$ cat config.mk
export PLATFORM = sky130hd
export DESIGN_NAME = pn_seq_gen
export DESIGN_NICKNAME = d
export VERILOG_FILES = /design/src/rtl/pn_pkg.sv /design/src/rtl/pn_next_state.sv /design/src/rtl/pn_seed_guard.sv /design/src/rtl/pn_wrap_mon.sv /design/src/rtl/pn_seq_gen.sv
export SDC_FILE = /design/constraint.sdc
export NUM_CORES = 1
export LEC_CHECK = 0
export BUFFER_PORTS_ARGS = -buffer_cell sky130_fd_sc_hd__buf_2
export CORE_MARGIN = 3
export CORE_UTILIZATION = 45
export DETAILED_ROUTE_END_ITERATION = 6
export PLACE_DENSITY = 0.76
export SLEW_MARGIN = 40
export SYNTH_ARGS = -nofsm -noshare
export SYNTH_HDL_FRONTEND = slang
export SYNTH_SLANG_ARGS = --single-unit
export TNS_END_PERCENT = 10
$ cat constraint.sdc
create_clock -name clk_i -period 4.3 [get_ports clk_i]
set_input_delay 0.215 -clock clk_i [delete_from_list [all_inputs] [get_ports clk_i]]
set_output_delay 0.215 -clock clk_i [all_outputs]
set_load 0.005 [all_outputs]
$ cat src/rtl/pn_pkg.sv
package pn_pkg;

    // Register organisation: feedback gathered into the top stage, or
    // spread across the tapped stages.
    typedef enum logic {
        PN_EXTERNAL = 1'b0,
        PN_INTERNAL = 1'b1
    } pn_form_e;

    // Feedback polarity selected at run time.
    typedef enum logic {
        PN_POL_XOR  = 1'b0,
        PN_POL_XNOR = 1'b1
    } pn_pol_e;

    // Decoded per-cycle request.
    typedef struct packed {
        logic    load;
        logic    step;
        pn_pol_e pol;
    } pn_req_t;

    function automatic pn_req_t pn_decode(input logic load, input logic en, input logic xnor_sel);
        pn_req_t r;
        r.load = load;
        r.step = en & ~load;
        r.pol  = xnor_sel ? PN_POL_XNOR : PN_POL_XOR;
        return r;
    endfunction

endpackage

$ cat src/rtl/pn_next_state.sv
module pn_next_state
    import pn_pkg::*;
#(
    parameter int                WIDTH = 16,
    parameter logic [WIDTH-1:0]  TAPS  = 16'hB400,
    parameter pn_form_e          FORM  = PN_INTERNAL
) (
    input  logic [WIDTH-1:0] cur_i,
    input  pn_pol_e          pol_i,
    output logic [WIDTH-1:0] nxt_o
);

    // Tap k (bit k-1 of TAPS) reads state bit WIDTH-k in the external form.
    function automatic logic [WIDTH-1:0] mirror(input logic [WIDTH-1:0] t);
        logic [WIDTH-1:0] m;
        for (int i = 0; i < WIDTH; i++) begin
            m[i] = t[WIDTH-1-i];
        end
        return m;
    endfunction

    localparam logic [WIDTH-1:0] EXT_SEL = mirror(TAPS);

    logic [WIDTH-1:0] pol_mask;
    logic [WIDTH-1:0] core_in;
    logic [WIDTH-1:0] core_out;

    // XNOR mode runs the XOR core on the complemented word.
    assign pol_mask = {WIDTH{pol_i == PN_POL_XNOR}};
    assign core_in  = cur_i ^ pol_mask;

    generate
        if (FORM == PN_INTERNAL) begin : g_internal
            logic [WIDTH-1:0] toggle;
            assign toggle   = {WIDTH{core_in[0]}} & TAPS;
            assign core_out = {1'b0, core_in[WIDTH-1:1]} ^ toggle;
        end else begin : g_external
            logic fb;
            assign fb       = ^(core_in & EXT_SEL);
            assign core_out = {fb, core_in[WIDTH-1:1]};
        end
    endgenerate

    assign nxt_o = core_out ^ pol_mask;

endmodule

$ cat src/rtl/pn_seed_guard.sv
module pn_seed_guard
    import pn_pkg::*;
#(
    parameter int               WIDTH     = 16,
    parameter logic [WIDTH-1:0] SAFE_SEED = 1
) (
    input  logic [WIDTH-1:0] cand_i,
    input  pn_pol_e          pol_i,
    output logic             bad_o,
    output logic [WIDTH-1:0] safe_o,
    output logic [WIDTH-1:0] value_o
);

    logic [WIDTH-1:0] forbidden;

    always_comb begin
        forbidden = (pol_i == PN_POL_XNOR) ? {WIDTH{1'b1}} : {WIDTH{1'b0}};
        safe_o    = (pol_i == PN_POL_XNOR) ? ~SAFE_SEED : SAFE_SEED;
        bad_o     = (cand_i == forbidden);
        value_o   = bad_o ? safe_o : cand_i;
    end

endmodule

$ cat src/rtl/pn_wrap_mon.sv
module pn_wrap_mon #(
    parameter int               WIDTH     = 16,
    parameter logic [WIDTH-1:0] SAFE_SEED = 1
) (
    input  logic             clk_i,
    input  logic             rst_i,
    input  logic             load_i,
    input  logic [WIDTH-1:0] load_val_i,
    input  logic             step_i,
    input  logic [WIDTH-1:0] step_val_i,
    output logic             hit_o
);

    logic [WIDTH-1:0] ref_q;

    always_ff @(posedge clk_i) begin
        if (rst_i) begin
            ref_q <= SAFE_SEED;
            hit_o <= 1'b0;
        end else begin
            if (load_i) begin
                ref_q <= load_val_i;
            end
            hit_o <= step_i && !load_i && (step_val_i == ref_q);
        end
    end

    // a mark lasts a single cycle
    a_r10_single_pulse: assert property (@(posedge clk_i) disable iff (rst_i)
        hit_o |=> !hit_o);

    // a mark only follows a step cycle
    a_r10_after_step: assert property (@(posedge clk_i) disable iff (rst_i)
        hit_o |-> $past(step_i && !load_i));

endmodule

$ cat src/rtl/pn_seq_gen.sv
module pn_seq_gen
    import pn_pkg::*;
#(
    parameter int               WIDTH     = 16,
    parameter logic [WIDTH-1:0] TAPS      = 16'hB400,
    parameter pn_form_e         FORM      = PN_INTERNAL,
    parameter logic [WIDTH-1:0] SAFE_SEED = 1
) (
    input  logic             clk_i,
    input  logic             rst_i,
    input  logic             step_en_i,
    input  logic             seed_load_i,
    input  logic [WIDTH-1:0] seed_i,
    input  logic             xnor_mode_i,
    output logic             pn_bit_o,
    output logic [WIDTH-1:0] pn_state_o,
    output logic             seed_hit_o
);

    localparam logic [WIDTH-1:0] ZEROS = '0;
    localparam logic [WIDTH-1:0] ONES  = '1;

    pn_req_t          req;
    logic [WIDTH-1:0] state_q;
    logic [WIDTH-1:0] nxt_raw;
    logic [WIDTH-1:0] step_val;
    logic [WIDTH-1:0] seed_fixed;
    logic [WIDTH-1:0] seed_safe;
    logic [WIDTH-1:0] cur_safe;
    logic [WIDTH-1:0] cur_pass;
    logic             seed_bad;
    logic             cur_bad;

    assign req = pn_decode(seed_load_i, step_en_i, xnor_mode_i);

    pn_next_state #(.WIDTH(WIDTH), .TAPS(TAPS), .FORM(FORM)) u_next (
        .cur_i (state_q),
        .pol_i (req.pol),
        .nxt_o (nxt_raw)
    );

    pn_seed_guard #(.WIDTH(WIDTH), .SAFE_SEED(SAFE_SEED)) u_seed_guard (
        .cand_i  (seed_i),
        .pol_i   (req.pol),
        .bad_o   (seed_bad),
        .safe_o  (seed_safe),
        .value_o (seed_fixed)
    );

    pn_seed_guard #(.WIDTH(WIDTH), .SAFE_SEED(SAFE_SEED)) u_state_guard (
        .cand_i  (state_q),
        .pol_i   (req.pol),
        .bad_o   (cur_bad),
        .safe_o  (cur_safe),
        .value_o (cur_pass)
    );

    // A step out of the forbidden word restores the legal seed instead.
    assign step_val = cur_bad ? cur_pass : nxt_raw;

    always_ff @(posedge clk_i) begin
        if (rst_i) begin
            state_q <= SAFE_SEED;
        end else if (req.load) begin
            state_q <= seed_fixed;
        end else if (req.step) begin
            state_q <= step_val;
        end
    end

    pn_wrap_mon #(.WIDTH(WIDTH), .SAFE_SEED(SAFE_SEED)) u_wrap (
        .clk_i      (clk_i),
        .rst_i      (rst_i),
        .load_i     (req.load),
        .load_val_i (seed_fixed),
        .step_i     (req.step),
        .step_val_i (step_val),
        .hit_o      (seed_hit_o)
    );

    assign pn_state_o = state_q;
    assign pn_bit_o   = state_q[0];

    // idle cycles keep the state
    a_r2_hold: assert property (@(posedge clk_i) disable iff (rst_i)
        (!step_en_i && !seed_load_i) |=> $stable(pn_state_o));

    // a legal seed lands unchanged, even with enable high
    a_r3_load: assert property (@(posedge clk_i) disable iff (rst_i)
        (seed_load_i && (seed_i != {WIDTH{xnor_mode_i}})) |=> pn_state_o == $past(seed_i));

    // a forbidden seed becomes the mode's legal seed
    a_r4_subst: assert property (@(posedge clk_i) disable iff (rst_i)
        (seed_load_i && (seed_i == {WIDTH{xnor_mode_i}}))
        |=> pn_state_o == ($past(xnor_mode_i) ? ~SAFE_SEED : SAFE_SEED));

    // no step or load leaves the register in the forbidden word of its mode
    a_r11_no_lockup: assert property (@(posedge clk_i) disable iff (rst_i)
        (step_en_i || seed_load_i) |=> pn_state_o != ($past(xnor_mode_i) ? ONES : ZEROS));

    // the low WIDTH-1 bits are the previous upper bits shifted down,
    // except for the tap flips of the internal form
    generate
        if (FORM == PN_EXTERNAL) begin : g_chk_ext
            a_r5_shift: assert property (@(posedge clk_i) disable iff (rst_i)
                (step_en_i && !seed_load_i && (state_q != {WIDTH{xnor_mode_i}}))
                |=> pn_state_o[WIDTH-2:0] == $past(pn_state_o[WIDTH-1:1]));
        end else begin : g_chk_int
            a_r6_plain_shift: assert property (@(posedge clk_i) disable iff (rst_i)
                (step_en_i && !seed_load_i && !xnor_mode_i && !state_q[0] && (state_q != ZEROS))
                |=> pn_state_o == {1'b0, $past(pn_state_o[WIDTH-1:1])});
        end
    endgenerate

endmodule

==> reports/metrics.cfg <==
[die]
initial_utilization_pct = 49.5
fp-row-count = 21
io_pins = 39
core_area_um2 = 3520
fp.dieW_um = 68.3
dieArea_um2 = 4660
die_y_um = 68.3

[global_routing]
grt-ovfl-total = 0
grt_pass1_vias = 1418
grt_antenna_before_repair = 0
grt_max_degree = 51
grt_pass1_wl_mm = 6.64
track_usage_pct = 19.2

[cts]
clk_pin_slew_ps = 70
clk_latency_ps = 280
cts_max_level = 2
postCtsResizedCells = 0
cts_made_buffers = 5
cts-root-buf = clkbuf_8
clock_path_buffers = 2
cts_tree = done
clock_sinks = 33
hold_buffers = 0
post_cts_buffers = 0

[routing]
ant_nets = 0
firstDrtPassIters = 4
vias_per_cell = 5.45
vias = 1531
drcViolationCount = 0
wl_per_cell_um = 14.2
drt_iter0_drc = 65
drt_wl_total_mm = 4.00

[timing]
worst_slew_pin_slew_ps = 579
whs_ps = 218
skew_ps = 5.69
rsz0062_at_grt = false
hold_violations = 0
drv_slew = 0
fin_crit_ps = 1790
setup_violations = 0
period_share_pct = 41.7
timing.fmax_ghz = 0.557
tns_ps = 0
slew_headroom_pct = 61.4

[layout]
post-route-util_pct = 57.5
final_layout_size_suffix_gt1_share_pct = 19.6
n_antenna_cell = 0
fillers = 342
synthToLayoutAreaGrowth_pct = 16.1
layout.area.seq_um2 = 661
multi_input_area_um2 = 1010
nets = 256

[critical_path]
critical_path_class = register to register
startpoint_type = register
cp_data_arrival_time_ps = 1980
cp_max_fo = 6
critPathRequiredTime_ps = 4490
cp-end-kind = register

[synth]
synth_top_family_by_area = simple AND/OR/NAND/NOR gates
synth_edf_count = 0
syn_inst = 203
syn-cell-area_um2 = 1740
synth_fa_ha_area_share_pct = 0
muxShareOfSynthArea_pct = 18.4
synthFlopType = dfxtp_1
ys_types = 27
seq_area_frac_synth_pct = 37.9
yosys.area_share.simple_pct = 21.3
synthArstFlopShare_pct = 0
synth_nets = 224
yosysWarnings = 0
synth_compound_area_share_pct = 7.10
synth_xor_area_share_pct = 11.1
ys_ff_latch = 33
syn_avg_cell_area_um2 = 8.59

[outcome]
outcome = finished, final reports clean

[min_path]
hp-class = primary input to register

[job]
maxCapViolCount = 0

[power_and_ir_drop]
vdd_ir_drop_max_v = 0.000198
p_leak_nw = 0.959
p_per_area_nw_per_um2 = 347

[placed_design]
dp_hpwl_mm = 2.88
gp_congestion = 0.795
port_buffers = 38

==> cell families (layout without fill, tap and decap cells) <==
kind of cell,count (synthesis),after routing
xor gates and xnor gates,20,20
muxes,32,32
and+or+nand+nor,79,79
AOI/OAI and AO/OA,21,21
DFF,33,33
buffers and inverters,18,50
==> where the power goes <==
group / switching (mW) / internal (mW)
Clock: 0.104 / 0.127
Sequential: 0.0227 / 0.325
Combinational: 0.0666 / 0.0578
==> final cells by class <==
class                   instances  area share, %
inverters                       5          0.926
clock buffers                   7           4.26
flip-flops and latches         33           32.6
multi-input cells             152           49.8
well taps                      46           2.84
repair buffers                 38           9.51
==> worst paths after layout <==
check,from,end,slack [ps],cells past startpoint
max reg2reg,pn_state_o[5],u_wrap.hit_o,2510,6
min,seed_i[11],pn_state_o[11],220,3
min reg2reg,u_wrap.ref_q[0],u_wrap.ref_q[0],500,2
max,pn_state_o[5],u_wrap.hit_o,2510,6
==> layout by cell type, fill, tap and decap left out, drive strengths merged, types with 2 or more instances in the layout <==
cell type / Yosys / routed
nor2: 47 / 47
buf: 7 / 38
dfxtp: 33 / 33
mux2i: 32 / 32
a21oi: 16 / 16
xor2: 13 / 13
nand4: 7 / 7
xnor2: 7 / 7
clkbuf: 6 / 7
nor4: 6 / 6
inv: 5 / 5
nor3: 4 / 4
or4: 4 / 4
nand3: 3 / 3
or3: 3 / 3
nand2: 2 / 2
==> stage by stage <==
stage | worst slack [ps] | instances | area, um^2 | power, mW
2_1_floorplan | 2630 | 203 | 1740 | 0.436
3_3_place_gp | 2430 | 274 | 1940 | 0.476
3_5_place_dp | 2420 | 274 | 1940 | 0.478
4_1_cts | 2480 | 281 | 2030 | 0.708
5_1_grt | 2370 | 281 | 2030 | 0.737
6_report | 2510 | 281 | 2030 | 0.702
==> Yosys cell counts (all sizes together), types with 2 or more instances <==
cell     n  area, um^2
dfxtp   33         661
or4      4        30.0
clkbuf   6        22.5
nand3    3        15.0
a21oi   16        80.1
buf      7        32.5
inv      5        18.8
mux2i   32         320
nand4    7        43.8
xnor2    7        80.1
nand2    2        7.51
nor3     4        20.0
nor4     6        37.5
or3      3        18.8
nor2    47         176
xor2    13         114
==> routing by layer <==
layer / GRT usage, % / vias up / wire length [um]
li1: - / 769 / -
met1: 24.5 / 722 / 1840
met5: 0 / - / 0
met3: 3.78 / 7 / 174
met4: 8.93 / 0 / 73
met2: 31.0 / 33 / 1910
==> critical path: stages, from the launching register on <==
cell and delay [ps]:
dfxtp_1 350, or4_1 530, nor2_1 130, o221ai_1 130
mux2i_1 250, xnor2_1 120, a2111oi_2 190
==> registers in the layout, summed over array words and instances (netlist names) <==
signal,flops
u_wrap.hit_o,1
pn_state_o,16
u_wrap.ref_q,16
(Power assumes the default switching activity.)
